<file path="src/rtl/uatx_pkg.sv">
package uatx_pkg;

  // Bit-period prescale factors, stored as left-shift amounts.
  localparam int unsigned HI_SHIFT = 4;  // x16
  localparam int unsigned LO_SHIFT = 6;  // x64

  // Frame length selection
  typedef enum logic {
    FRM_8BIT = 1'b0,
    FRM_9BIT = 1'b1
  } frame_mode_e;

  // Extra bits around the data: start, ninth and stop
  localparam int unsigned FRAME_EXTRA = 3;

endpackage

</file>
<file path="src/rtl/uatx_baud.sv">
module uatx_baud #(
  parameter int DIV_W = 8
) (
  input  logic             clk,
  input  logic             rst,
  input  logic             run,
  input  logic             fast,
  input  logic [DIV_W-1:0] divisor,
  output logic             tick
);
  localparam int CNT_W = DIV_W + int'(uatx_pkg::LO_SHIFT) + 1;

  logic [CNT_W-1:0] cnt_q;
  logic [CNT_W-1:0] span;
  logic [CNT_W-1:0] last_cnt;

  // The period is (N+1) shifted by the selected prescale, minus one for the terminal count.
  always_comb begin
    span     = CNT_W'(divisor) + CNT_W'(1);
    last_cnt = (fast ? (span << uatx_pkg::HI_SHIFT)
                     : (span << uatx_pkg::LO_SHIFT)) - CNT_W'(1);
  end

  assign tick = run && (cnt_q == last_cnt);

  // The counter is held at zero while idle, so every frame starts with a full period.
  always_ff @(posedge clk) begin
    if (rst || !run) begin
      cnt_q <= '0;
    end else if (cnt_q == last_cnt) begin
      cnt_q <= '0;
    end else begin
      cnt_q <= cnt_q + CNT_W'(1);
    end
  end

endmodule

</file>
<file path="src/rtl/uatx_hold.sv">
module uatx_hold #(
  parameter int DATA_W = 8
) (
  input  logic              clk,
  input  logic              rst,
  input  logic              en,
  input  logic              wr,
  input  logic [DATA_W-1:0] wr_data,
  input  logic              wr_bit9,
  input  logic              take,
  output logic              empty,
  output logic [DATA_W-1:0] data,
  output logic              bit9
);
  logic accept;

  assign accept = en && wr && empty;

  // Occupancy flag: reset or disable empties the stage; take has priority over a write.
  always_ff @(posedge clk) begin
    if (rst || !en) begin
      empty <= 1'b1;
    end else if (take) begin
      empty <= 1'b1;
    end else if (accept) begin
      empty <= 1'b0;
    end
  end

  // Payload registers carry no reset; they are read only while the stage is full.
  always_ff @(posedge clk) begin
    if (accept) begin
      data <= wr_data;
      bit9 <= wr_bit9;
    end
  end

endmodule

</file>
<file path="src/rtl/uatx_shift.sv">
module uatx_shift #(
  parameter int DATA_W = 8
) (
  input  logic              clk,
  input  logic              rst,
  input  logic              en,
  input  logic              nine_mode,
  input  logic              tick,
  input  logic              hold_full,
  input  logic [DATA_W-1:0] hold_data,
  input  logic              hold_bit9,
  output logic              take,
  output logic              txd,
  output logic              idle
);
  localparam int FRAME_W = DATA_W + int'(uatx_pkg::FRAME_EXTRA);
  localparam int IDX_W   = $clog2(FRAME_W);
  localparam logic [IDX_W-1:0] LAST_9 = IDX_W'(FRAME_W - 1);
  localparam logic [IDX_W-1:0] LAST_8 = IDX_W'(FRAME_W - 2);

  logic [FRAME_W-1:0] frame_q;
  logic [FRAME_W-1:0] frame_new;
  logic [IDX_W-1:0]   idx_q;
  logic [IDX_W-1:0]   last_q;
  logic [IDX_W-1:0]   idx_nxt;
  logic               at_end;
  logic               is_nine;

  assign is_nine = (nine_mode == uatx_pkg::FRM_9BIT);

  // Frame from bit 0 upward: start 0, data LSB first, ninth bit or stop pad, stop 1.
  assign frame_new = {1'b1, (is_nine ? hold_bit9 : 1'b1), hold_data, 1'b0};

  assign idx_nxt = idx_q + IDX_W'(1);
  assign at_end  = !idle && tick && (idx_q == last_q);
  assign take    = hold_full && (idle || at_end);

  always_ff @(posedge clk) begin
    if (rst || !en) begin
      idle    <= 1'b1;
      txd     <= 1'b1;
      idx_q   <= '0;
      last_q  <= '0;
      frame_q <= '1;
    end else if (take) begin
      idle    <= 1'b0;
      txd     <= 1'b0;
      idx_q   <= '0;
      frame_q <= frame_new;
      last_q  <= is_nine ? LAST_9 : LAST_8;
    end else if (at_end) begin
      idle    <= 1'b1;
      txd     <= 1'b1;
      idx_q   <= '0;
    end else if (!idle && tick) begin
      idx_q   <= idx_nxt;
      txd     <= frame_q[idx_nxt];
    end
  end

endmodule

</file>
<file path="src/rtl/serial_tx_dbuf.sv">
module serial_tx_dbuf #(
  parameter int DATA_W = 8,
  parameter int DIV_W  = 8
) (
  input  logic              clk,
  input  logic              rst,
  input  logic              tx_en,
  input  logic              nine_bit,
  input  logic              fast_sel,
  input  logic [DIV_W-1:0]  divisor,
  input  logic              wr_valid,
  input  logic [DATA_W-1:0] wr_data,
  input  logic              bit9_in,
  output logic              txd,
  output logic              hold_empty,
  output logic              shift_empty
);
  logic              take;
  logic              tick;
  logic [DATA_W-1:0] hold_data;
  logic              hold_bit9;

  uatx_hold #(.DATA_W(DATA_W)) u_hold (
    .clk     (clk),
    .rst     (rst),
    .en      (tx_en),
    .wr      (wr_valid),
    .wr_data (wr_data),
    .wr_bit9 (bit9_in),
    .take    (take),
    .empty   (hold_empty),
    .data    (hold_data),
    .bit9    (hold_bit9)
  );

  uatx_baud #(.DIV_W(DIV_W)) u_baud (
    .clk     (clk),
    .rst     (rst),
    .run     (!shift_empty),
    .fast    (fast_sel),
    .divisor (divisor),
    .tick    (tick)
  );

  uatx_shift #(.DATA_W(DATA_W)) u_shift (
    .clk       (clk),
    .rst       (rst),
    .en        (tx_en),
    .nine_mode (nine_bit),
    .tick      (tick),
    .hold_full (!hold_empty),
    .hold_data (hold_data),
    .hold_bit9 (hold_bit9),
    .take      (take),
    .txd       (txd),
    .idle      (shift_empty)
  );

endmodule

</file>
<file path="config.mk">
export PLATFORM = sky130hd
export DESIGN_NAME = serial_tx_dbuf
export DESIGN_NICKNAME = d
export VERILOG_FILES = /design/src/rtl/uatx_pkg.sv /design/src/rtl/uatx_baud.sv /design/src/rtl/uatx_hold.sv /design/src/rtl/uatx_shift.sv /design/src/rtl/serial_tx_dbuf.sv
export SDC_FILE = /design/constraint.sdc
export NUM_CORES = 1
export LEC_CHECK = 0
export BUFFER_PORTS_ARGS = -buffer_cell sky130_fd_sc_hd__buf_2
export CAP_MARGIN = 20
export CELL_PAD_IN_SITES_DETAIL_PLACEMENT = 0
export CELL_PAD_IN_SITES_GLOBAL_PLACEMENT = 1
export CORE_ASPECT_RATIO = 1.1
export CORE_UTILIZATION = 45
export DETAILED_ROUTE_END_ITERATION = 12
export PLACE_DENSITY_LB_ADDON = 0.1
export RECOVER_POWER = 25
export SLEW_MARGIN = 30
export SYNTH_ARGS = -nofsm -noshare
export SYNTH_HDL_FRONTEND = slang
export SYNTH_SLANG_ARGS = --single-unit
export TNS_END_PERCENT = 30
</file>
<file path="constraint.sdc">
create_clock -name clk -period 4.75 [get_ports clk]
set_input_delay 0.475 -clock clk [delete_from_list [all_inputs] [get_ports clk]]
set_output_delay 0.475 -clock clk [all_outputs]
set_load 0.05 [all_outputs]
</file>
Word level (Yosys, flattened, before mapping) --
Cells that the tools add are included.
Word-level totals: register bits after elaboration 45, output and inout port bits 3, word-level logic and storage cells 43
Operators by class: add/sub/neg operators 4, $lt $le $gt $ge 1, equality and inequality tests 2, multiplexer cells 10, reductions and logical operators 17
Operators with widths (count):
- $add A15 B1 Y15 const B | 1
- $eq A15 B15 Y1 | 1
- $mux W15 | 1
- $sub A15 B1 Y15 const B | 1
- $add A8 B1 Y9 const B | 1
- $mux W1 | 7
- $logic_and A1 B1 Y1 | 6
- $lt A4 B5 Y1 const B | 1
- $add A4 B1 Y4 const B | 1
- $bmux W1 S4 | 1
- $eq A4 B4 Y1 | 1
- $reduce_or A2 Y1 | 2
- $logic_not A1 Y1 | 3
- $logic_or A1 B1 Y1 | 3
- $reduce_bool A3 Y1 | 1
- $reduce_or A3 Y1 | 1
- $mux W2 | 1
- $reduce_bool A2 Y1 | 1

Logic depth before layout (Yosys ltp) --
Gate-level depths: netlist of the first run.
depth in word-level cells 10, mapped depth 15

Cells and area by module --
Synthesis of the first run repeated with hierarchy kept, for this count alone.
Unflattened totals: cell total of the unflattened synthesis 301, area total of the unflattened synthesis 2786.4 µm²
Modules (own cells, without submodules):
- uatx_baud | times used 1, cells each 196, area an instance 1539.0 µm², sequential area each 300.3 µm²
- uatx_shift | times used 1, cells each 89, area an instance 927.1 µm², sequential area each 380.4 µm²
- uatx_hold | times used 1, cells each 14, area an instance 312.8 µm², sequential area each 290.3 µm²
- serial_tx_dbuf | times used 1, cells each 2, area an instance 7.5 µm², sequential area each 0.0 µm²

Worst setup path after synthesis of the first run --
No wires, ideal clock.
kind input -> register, from input fast_sel, to register u_shift.idx_q[2], data arrival time 3.745 ns, setup slack 0.935 ns, cell stages on the path 13, path buffers 3, cells stage by stage buf_2 -> buf_6 -> clkbuf_1 -> nand2_1 -> ha_1 -> and3b_1 -> o21bai_1 -> xnor2_1 -> o32ai_4 -> or4b_4 -> a2111o_1 -> or4_1 -> a21oi_1
On the way: longest elaborated chain between the ends 9
RTL lines:
- start, declared | line serial_tx_dbuf.sv:9 | input logic fast_sel,
- $mux W15 * | line uatx_baud.sv:20 | last_cnt = (fast ? (span << uatx_pkg::HI_SHIFT)
- $sub A15 B1 Y15 * | line uatx_baud.sv:21 | : (span << uatx_pkg::LO_SHIFT)) - CNT_W'(1);
- $eq A15 B15 Y1 * | line uatx_baud.sv:24 | assign tick = run && (cnt_q == last_cnt);
- $logic_and A1 B1 Y1 * | line uatx_baud.sv:24
- $logic_and A1 B1 Y1 * | line uatx_shift.sv:35, uatx_shift.sv:55
- $logic_and A1 B1 Y1 | line uatx_shift.sv:35 | assign at_end = !idle && tick && (idx_q == last_q);
- $logic_or A1 B1 Y1 | line uatx_shift.sv:36 | assign take = hold_full && (idle || at_end);
- $logic_and A1 B1 Y1 | line uatx_shift.sv:36
- $reduce_or A3 Y1 (no source line)
- end signal, assigned | line uatx_shift.sv:56 | idx_q <= idx_nxt;
- end, declared | line uatx_shift.sv:23 | logic [IDX_W-1:0] idx_q;
Every way passes the cells marked *; elsewhere a longest branch is shown, timed or not. A chain may end at the register's enable or synchronous reset.

Worst setup path after layout of the first run --
from input divisor[0], to register u_shift.idx_q[2]
On the way: longest elaborated chain between the ends 10
RTL lines:
- start, declared | line serial_tx_dbuf.sv:10 | input logic [DIV_W-1:0] divisor,
- $add A8 B1 Y9 * | line uatx_baud.sv:19 | span = CNT_W'(divisor) + CNT_W'(1);
- $mux W15 * | line uatx_baud.sv:20
- $sub A15 B1 Y15 * | line uatx_baud.sv:21
- $eq A15 B15 Y1 * | line uatx_baud.sv:24
- $logic_and A1 B1 Y1 * | line uatx_baud.sv:24
- $logic_and A1 B1 Y1 * | line uatx_shift.sv:35, uatx_shift.sv:55
- $logic_and A1 B1 Y1 | line uatx_shift.sv:35
- $logic_or A1 B1 Y1 | line uatx_shift.sv:36
- $logic_and A1 B1 Y1 | line uatx_shift.sv:36
- $reduce_or A3 Y1 (no source line)
Marked as above.

==> results of run 1 <==
cells by family (layout without fill, tap and decap cells):
| group | after synthesis | in the layout | share of synthesized area |
|---|---|---|---|
| fa+ha+maj | 4 | 4 | 0.0177 |
| xor+xnor | 36 | 36 | 0.121 |
| compound gates | 66 | 66 | 0.182 |
| mux | 5 | 5 | 0.0266 |
| flops | 44 | 44 | 0.344 |
| buf+inv | 24 | 40 | 0.0394 |
| simple gates | 140 | 140 | 0.269 |
stage by stage:
stage	util	power [mW]	hold WS [ps]	cell area [um^2]	worst slack, ps
2_1_floorplan	-	0.482	418	2820	935
3_3_place_gp	0.501	0.507	431	2960	679
3_5_place_dp	0.501	0.508	442	2960	617
4_1_cts	0.521	0.803	333	3080	913
5_1_grt	0.521	0.827	322	3080	488
6_report	0.521	0.792	345	3080	895
critical path, stage by stage:
cell       delay, ps
buf_2            130
ha_1             320
xnor2_4          330
a221oi_4         130
a2111oi_0        650
o21ai_1          180
xnor2_1          190
or4b_4           530
a2111o_1         570
or4_1            440
a21oi_1          130
power by group:
group	internal, mW	switching [mW]	total, mW
clock	0.158	0.135	0.293
sequential	0.387	0.00218	0.389
combinational	0.0434	0.0665	0.110
synthesized netlist by cell type, types with 4 or more instances:
| library cell | n | area [um^2] |
|---|---|---|
| a211oi_1 | 4 | 30.0 |
| a21oi_1 | 15 | 75.1 |
| and3_1 | 10 | 62.6 |
| clkbuf_1 | 10 | 37.5 |
| dfxtp_1 | 35 | 701 |
| edfxtp_1 | 9 | 270 |
| ha_1 | 4 | 50.1 |
| inv_1 | 6 | 22.5 |
| nand2_1 | 18 | 67.6 |
| nand2b_1 | 5 | 31.3 |
| nand3_1 | 33 | 165 |
| nand4_1 | 4 | 25.0 |
| nor2_1 | 26 | 97.6 |
| nor2b_1 | 9 | 56.3 |
| nor3_1 | 6 | 30.0 |
| o21ai_0 | 19 | 95.1 |
| or3_1 | 7 | 43.8 |
| xnor2_1 | 14 | 123 |
| xor2_1 | 20 | 175 |
final timing paths:
check	cells after the start	end	slack [ps]	from
max reg2reg	9	u_shift.idx_q[2]$_SDFFE_PP0P_	1430	u_baud.cnt_q[0]$_SDFF_PP0_
min	1	u_hold.data[2]$_DFFE_PP_	340	wr_data[2]
min reg2reg	2	u_shift.frame_q[0]$_SDFFE_PP1P_	460	u_shift.frame_q[0]$_SDFFE_PP1P_
max	11	u_shift.idx_q[2]$_SDFFE_PP0P_	890	divisor[0]
layer usage:
metal	up-vias	share of wire
li1	1205	-
met1	1123	0.46
met2	32	0.50
met3	9	0.029
met4	0	0.013
met5	-	0
layout make-up:
type | instances | area, um^2 | share of cell area
timing repair buffer | 26 | 133 | 0.0430
clock buffer | 5 | 68.8 | 0.0223
tap | 77 | 96.3 | 0.0312
clock inverter | 3 | 47.5 | 0.0154
inverter | 6 | 22.5 | 0.00731
sequential | 44 | 971 | 0.315
multi-input combinational | 251 | 1740 | 0.566
sequential cells by signal (all words and copies together) (netlist names):
signal,flops
u_shift.last_q,3
u_hold.empty,1
u_shift.frame_q,10
u_shift.idle,1
u_hold.bit9,1
u_shift.idx_q,4
u_shift.txd,1
u_baud.cnt_q,15
u_hold.data,8
==> impl_metrics.ini, run 1 <==
[clocking]
cts.sink_count = 44
clock_latency_ps = 300
cts_buffers = 5
post_cts_resized = 0
h-tree-depth = 2
clkTransAtPathRegs_ps = 90
holdBufCountCts = 0
cts_tree = built
cts-root-buf = clkbuf_8
cts_max_path_buffers = 2
cts_setup_buffers = 0

[sta]
timing.fmax_mhz = 259
rsz0062_at_grt = no
period_minus_slack_ps = 3860
skew_ps = 9.81
min_period_over_period = 0.812
finalSetupViolCount = 0
slew_headroom = 0.499
slew_violations = 0
worstMarginPinSlew_ps = 732
hold_viol_final = 0
setup_tns_ps = 0

[die]
dieWidth_um = 77.5
ios = 26
core_area_um2 = 5910
fp.dieArea_um2 = 6600
die_y_um = 85.1
start_util = 0.477
std_cell_rows = 29

[place]
hpwl_um = 4550
port_buffers = 25
post-place-cells = 404
place_congestion = 0.806

[global_routing]
antenna_found_initial = 0
grt_util_met2 = 0.337
grt-ovfl-total = 0
grt_max_degree = 28
gr-usage-all-layers = 0.195
met1_usage = 0.243
grt-busiest-layer = met2
grt_pass1_vias = 2238
globalRouteMet3Util = 0.0409
grt_pass1_wl_um = 10400

[finish]
diodes = 0
drive_gt1_frac = 0.149
nNetsFinal = 361
nFillCells = 576
area_growth_pct = 9.17
mostFrequentLayoutCells = 35 x dfxtp_1, 33 x nand3_1, 26 x nor2_1
finalNonFillerCells = 412
final_common_cell = dfxtp_1

[detailed_routing]
drc_errors = 0
ant_nets = 0
drt-vias-per-instance = 5.75
via_count = 2369
firstDrtPassIters = 4
wl_per_cell_um = 14.6
drt_wl_total_um = 6020
drtIter0Drc = 54

[job]
maxCapViolCount = 0

[synthesis]
ys.flop_type = dfxtp_1
netlist_area_um2 = 2820
post_synth.cell_area_avg_um2 = 8.85
ys_types = 64
yosysSeqAreaShare = 0.344
ys_async_sr_fraction = 0
yosysWarnings = 0
syn_inst = 319
synth_edf_count = 9
syn_nets = 346
synth.ff_latch_count = 44

[critical_path]
critPathCaptureType = register
cp_data_arrival_time_ps = 4080
crit_required_ps = 4980
cp-start-kind = input port
crit_type = input port to register
worst-path-max-fanout = 9

[power]
cellPowerDensity_nw_per_um2 = 257
ir_drop_mv = 0.169
p_leak_nw = 1.13

[outcome]
status = completed

[min_path]
hp-class = input port to register
Note: power is estimated with default switching activity, not from simulation.
==> run 2, diff against run 1 <==
==> constraint.sdc (replaced) <==
create_clock -name clk -period 3.66 [get_ports clk]
set_input_delay 0.366 -clock clk [delete_from_list [all_inputs] [get_ports clk]]
set_output_delay 0.366 -clock clk [all_outputs]
set_load 0.05 [all_outputs]
==> run 2 against run 1 <==
Non-clock buffer count up 20. Worst hold slack lost 110 ps. Sequential share of layout area is 1.4 points lower. Wire length is 0.90% higher. Clock-buffer cell count did not move. Critical endpoint unchanged. Global-route usage is 0.23 points higher. Register-to-register slack lost 760 ps.
==> impl_metrics.ini, run 2 (synthesis gave the netlist of run 1 again) <==
[outcome]
status = completed

[clocking]
clock_latency_ps = 300
cts.sink_count = 44
cts_setup_buffers = 0
cts_max_path_buffers = 2
cts_tree = built
cts-root-buf = clkbuf_8
clkTransAtPathRegs_ps = 90
holdBufCountCts = 0
cts_buffers = 5
post_cts_resized = 0
h-tree-depth = 2

[die]
core_area_um2 = 5910
dieWidth_um = 77.5
fp.dieArea_um2 = 6600
die_y_um = 85.1
start_util = 0.477
ios = 26
std_cell_rows = 29

[min_path]
hp-class = input port to register
min_from = wr_data[2]

[sta]
rsz0062_at_grt = no
min_period_over_period = 0.920
setup_tns_ps = 0
finalSetupViolCount = 0
fin_ws_ps = 292
hold_viol_final = 0
timing.fmax_mhz = 297
worstMarginPinSlew_ps = 620
hold_ws_ps = 238
slew_violations = 0
period_minus_slack_ps = 3370
skew_ps = 7.05
slew_headroom = 0.584

[finish]
drive_gt1_frac = 0.192
nNetsFinal = 381
top_regs = u_baud.cnt_q (15), u_shift.frame_q (10), u_hold.data (8)
largest_register_ffs = 15
final_common_cell = dfxtp_1
regArea_um2 = 971
diodes = 0
mostFrequentLayoutCells = 35 x dfxtp_1, 33 x nand3_1, 26 x nor2_1
regMostFlops = u_baud.cnt_q
area_growth_pct = 14.3
nFillCells = 587
final_util = 0.546
multiInputGateArea_um2 = 1740

[critical_path]
crit_required_ps = 3890
cp-start-kind = input port
worst-path-max-fanout = 7
worstReg2RegStart = u_baud.cnt_q[0]$_SDFF_PP0_
crit_start = divisor[0]
critPathCaptureType = register
cp_data_arrival_time_ps = 3590
crit_type = input port to register

[global_routing]
grt-ovfl-total = 0
gr-usage-all-layers = 0.197
globalRouteMet3Util = 0.0323
grt_pass1_wl_um = 10400
antenna_found_initial = 0
grt_util_met2 = 0.359
grt_max_degree = 16
grt_pass1_vias = 2261
met1_usage = 0.238
grt-busiest-layer = met2

[detailed_routing]
drt_wl_total_um = 6070
drt-vias-per-instance = 5.59
drc_errors = 0
wl_per_cell_um = 14.1
via_count = 2415
ant_nets = 0
firstDrtPassIters = 7
drtIter0Drc = 83

[place]
place_congestion = 0.811
port_buffers = 25
hpwl_um = 4700
pre_cts_slack_ps = 15.3

[job]
maxCapViolCount = 0

[power]
p_leak_nw = 1.22
swShare = 0.252
p_sw_mw = 0.260
comb_power_share = 0.152
ir_drop_mv = 0.182
intPower_mw = 0.772
power_frac_seq = 0.489
cellPowerDensity_nw_per_um2 = 320
power_frac_clock = 0.359
run 2: worst max-delay path, cell delays in order:
cell	delay, ps
buf_2	90
ha_1	340
and4_2	340
a221oi_4	60
a2111oi_0	370
buf_4	190
o21ai_1	70
xnor2_1	160
or4b_4	510
a2111o_1	520
or4_1	430
a21oi_1	140
run 2: metal layers:
metal	up-vias	wire, um
li1	1234	-
met1	1132	2740
met2	39	3070
met3	10	171
met4	0	87
met5	-	0
run 2: power groups by stage:
stage	Sequential [mW]	Clock (mW)	Combinational (mW)
after floorplan	0.517	0	0.109
after global placement	0.516	0	0.157
after detailed placement	0.516	0	0.158
after CTS	0.505	0.380	0.158
after global routing	0.505	0.400	0.175
final	0.504	0.370	0.157
run 2: cell type report:
| cell class | instances | share of cell area |
|---|---|---|
| clock buffers | 5 | 0.0213 |
| clock inverters | 3 | 0.0132 |
| inverters | 6 | 0.00698 |
| multi-input cells | 251 | 0.541 |
| flip-flops and latches | 44 | 0.301 |
| well taps | 77 | 0.0299 |
| repair buffers | 46 | 0.0872 |
run 2: final timing paths:
| path | end | slack, ps | depth (start not counted) |
|---|---|---|---|
| worst max-delay path | u_shift.idx_q[2]$_SDFFE_PP0P_ | 290 | 12 |
| worst min-delay path | u_hold.data[2]$_DFFE_PP_ | 240 | 1 |
| worst max register to register | u_shift.idx_q[2]$_SDFFE_PP0P_ | 670 | 9 |
| worst min register to register | u_baud.cnt_q[0]$_SDFF_PP0_ | 450 | 1 |
run 2: metrics by stage:
step | instance area, um^2 | cells | total power [mW]
detailed placement | 3110 | 424 | 0.674
global placement | 3110 | 424 | 0.672
CTS | 3230 | 432 | 1.04
finish | 3230 | 432 | 1.03
global route | 3230 | 432 | 1.08
floorplan | 2830 | 319 | 0.626
==> run 3, diff against run 2 <==
--- a/config.mk
+++ b/config.mk
@@ -5,12 +5,13 @@
 export SDC_FILE = /design/constraint.sdc
 export NUM_CORES = 1
 export LEC_CHECK = 0
+export ABC_AREA = 1
 export BUFFER_PORTS_ARGS = -buffer_cell sky130_fd_sc_hd__buf_2
 export CAP_MARGIN = 20
 export CELL_PAD_IN_SITES_DETAIL_PLACEMENT = 0
 export CELL_PAD_IN_SITES_GLOBAL_PLACEMENT = 1
 export CORE_ASPECT_RATIO = 1.1
-export CORE_UTILIZATION = 45
+export CORE_UTILIZATION = 43
 export DETAILED_ROUTE_END_ITERATION = 12
 export PLACE_DENSITY_LB_ADDON = 0.1
 export RECOVER_POWER = 25
==> run 3 against run 2 <==
Clock power rose by 1%. Sequential share of layout area grew 0.80 points. Critical path depth is 5 higher. Core utilization fell by 4.4 points. Worst setup slack improved by 730 ps. Non-clock buffer count down 20. Total power shrank 0.77%. Final area shrank 2.6%. Wire length decreased by 6.2%. Combinational power shrank 8%. Critical path type unchanged. Highest routed layer unchanged.
==> impl_metrics.ini, run 3 <==
[finish]
nNetsFinal = 464
regMostFlops = u_baud.cnt_q
top_regs = u_baud.cnt_q (15), u_shift.frame_q (10), u_hold.data (8)
largest_register_ffs = 15
finalNonFillerCells = 518
mostFrequentLayoutCells = 107 x nand2_1, 64 x nand3_1, 48 x inv_1
nFillCells = 639
final_common_cell = nand2_1
area_growth_pct = 10.4
diodes = 0
drive_gt1_frac = 0.183
final_util = 0.501

[power]
p_leak_nw = 1.39
ir_drop_mv = 0.251
power_mw = 1.02
cellPowerDensity_nw_per_um2 = 326

[place]
place_congestion = 0.808
post-place-cells = 510
hpwl_um = 4590
port_buffers = 25

[detailed_routing]
wl_per_cell_um = 11.0
drtIter0Drc = 98
ant_nets = 0
via_count = 2501
drt_wl_total_um = 5700
drc_errors = 0
firstDrtPassIters = 4
drt-vias-per-instance = 4.83

[min_path]
holdPathStages = 1
hp-class = input port to register
min_to = u_hold.data[7]$_DFFE_PP_
min_from = wr_data[7]

[sta]
skew_ps = 6.87
slew_violations = 0
period_minus_slack_ps = 2640
rsz0062_at_grt = no
hold_viol_final = 0
timing.fmax_mhz = 379
min_period_over_period = 0.721
worstMarginPinSlew_ps = 726
hold_ws_ps = 243
slew_headroom = 0.514
finalSetupViolCount = 0
setup_tns_ps = 0

[synthesis]
yosysWarnings = 0
synth_top_area_cell = dfxtp_1
synth_area_leaders = dfxtp_1 25%, nand2_1 14%, nand3_1 11%
ys.flop_type = dfxtp_1
yosysMostFrequentCell = nand2_1
synth_edf_count = 9
netlist_area_um2 = 2850
synthDominantCellAreaShare = 0.246
yosysSeqAreaShare = 0.341
synth.ff_latch_count = 44
post_synth.cell_area_avg_um2 = 6.93
ys_async_sr_fraction = 0
syn_inst = 411
synth_common_cells = 107 x nand2_1, 64 x nand3_1, 48 x inv_1
syn_nets = 438
ys_types = 38

[job]
maxCapViolCount = 0

[die]
ios = 26
die_y_um = 87.3
start_util = 0.454
std_cell_rows = 30
fp.dieArea_um2 = 6950
core_area_um2 = 6270
dieWidth_um = 79.6

[global_routing]
antenna_found_initial = 0
grt-ovfl-total = 0
grt_pass1_vias = 2201
grt_max_degree = 19
gr-usage-all-layers = 0.178
grt_pass1_wl_um = 9880

[critical_path]
crit_path_frequent_cell = nand3_2
reg2reg_slack_ps = 1230
slowest_stage = o21bai_4
rr_worst_depth = 14
worst-path-max-fanout = 15
cpPeakStageDelay_ps = 340
crit_chain = buf_2 -> ha_1 -> nand2_1 -> ha_1 -> nand3_2 -> inv_2 -> nand3_2 -> nor2_2 -> nand2_2 -> nand2_1 -> nand3_2 -> nand2_2 -> nand3_4 -> o21bai_4 -> nand2_4 -> nand3_1 -> nor2_1
critPathCaptureType = register
crit_type = input port to register
cp-start-kind = input port
cp_data_arrival_time_ps = 2820
worstReg2RegStart = u_baud.cnt_q[0]$_SDFF_PP0_
crit_required_ps = 3850
r2r_end = u_shift.idx_q[0]$_SDFFE_PP0P_

[clocking]
holdBufCountCts = 0
cts_max_path_buffers = 2
clock_latency_ps = 290
cts_tree = built
h-tree-depth = 2
cts_buffers = 5
cts.sink_count = 44
cts_setup_buffers = 0
post_cts_resized = 0
cts-root-buf = clkbuf_8
clkTransAtPathRegs_ps = 90

[outcome]
status = completed
-- run 3: changes by cell type in the layout (fill, tap and decap cells not counted), sizes merged, moves of 4 or more --
cell / before / now
nand2: 18 / 125
inv: 6 / 54
nand3: 34 / 75
buf: 45 / 23
nor2: 26 / 45
xnor2: 16 / 2
o21ai: 20 / 8
xor2: 20 / 8
and3: 10 / 0
nor2b: 9 / 0
or3: 7 / 0
a21oi: 16 / 10
a211oi: 4 / 0
nand2b: 5 / 1
-- run 3: kinds of logic (layout without fill, tap and decap cells) --
kind of cell	Yosys count	in the layout	share of synthesized area
compound gates	27	27	0.0615
xor+xnor	10	10	0.0308
fa+ha+maj	4	4	0.0176
buf+inv	60	87	0.0866
flops	44	44	0.341
simple gates	266	266	0.462
-- run 3: per-stage QoR --
stage	area, um^2	setup slack, ps
final	3140	1020
after floorplan	2850	1210
after detailed placement	3030	700
after global placement	3030	769
after global routing	3140	778
after CTS	3150	1020
-- run 3: how the worst max path moves through the flow --
stage | from | end | slack (ps) | cells after the start
floorplan | fast_sel | u_shift.frame_q[2]$_SDFFE_PP1P_ | 1210 | 17
global placement | divisor[0] | u_shift.idx_q[3]$_SDFFE_PP0P_ | 770 | 16
detailed placement | divisor[0] | u_shift.idx_q[0]$_SDFFE_PP0P_ | 700 | 17
CTS | divisor[0] | u_shift.idx_q[0]$_SDFFE_PP0P_ | 1020 | 17
global route | divisor[0] | u_shift.idx_q[2]$_SDFFE_PP0P_ | 780 | 16
finish | divisor[0] | u_shift.idx_q[0]$_SDFFE_PP0P_ | 1020 | 17
-- run 3: where the power goes --
group / switching, mW / internal, mW
logic: 0.0955 / 0.0486
clock network: 0.168 / 0.206
registers: 0.00343 / 0.502
total: 0.267 / 0.757
-- run 3: area by class of cell --
class                   instances  area (um^2)  share of cell area
clock inverters                 3         46.3              0.0147
flip-flops and latches         44          971               0.309
multi-input cells             307         1630               0.518
repair buffers                 26          129              0.0410
well taps                      80          100              0.0318
clock buffers                   5         68.8              0.0219
inverters                      53          199              0.0633
-- run 3: critical path: cells and delay by family --
family,cells,cell delay (ps)
AND/OR/NAND/NOR,12,1400
adder cells (fa/ha/maj),2,500
AO/OA/AOI/OAI,1,340
buffers and inverters,2,220
-- run 3: per-layer routing --
| metal | track usage | vias to the layer above | wire, um |
|---|---|---|---|
| li1 | - | 1382 | - |
| met1 | 0.269 | 1092 | 3190 |
| met2 | 0.265 | 23 | 2360 |
| met3 | 0.0251 | 4 | 114 |
| met4 | 0.0397 | 0 | 34 |
| met5 | 0 | - | 0 |
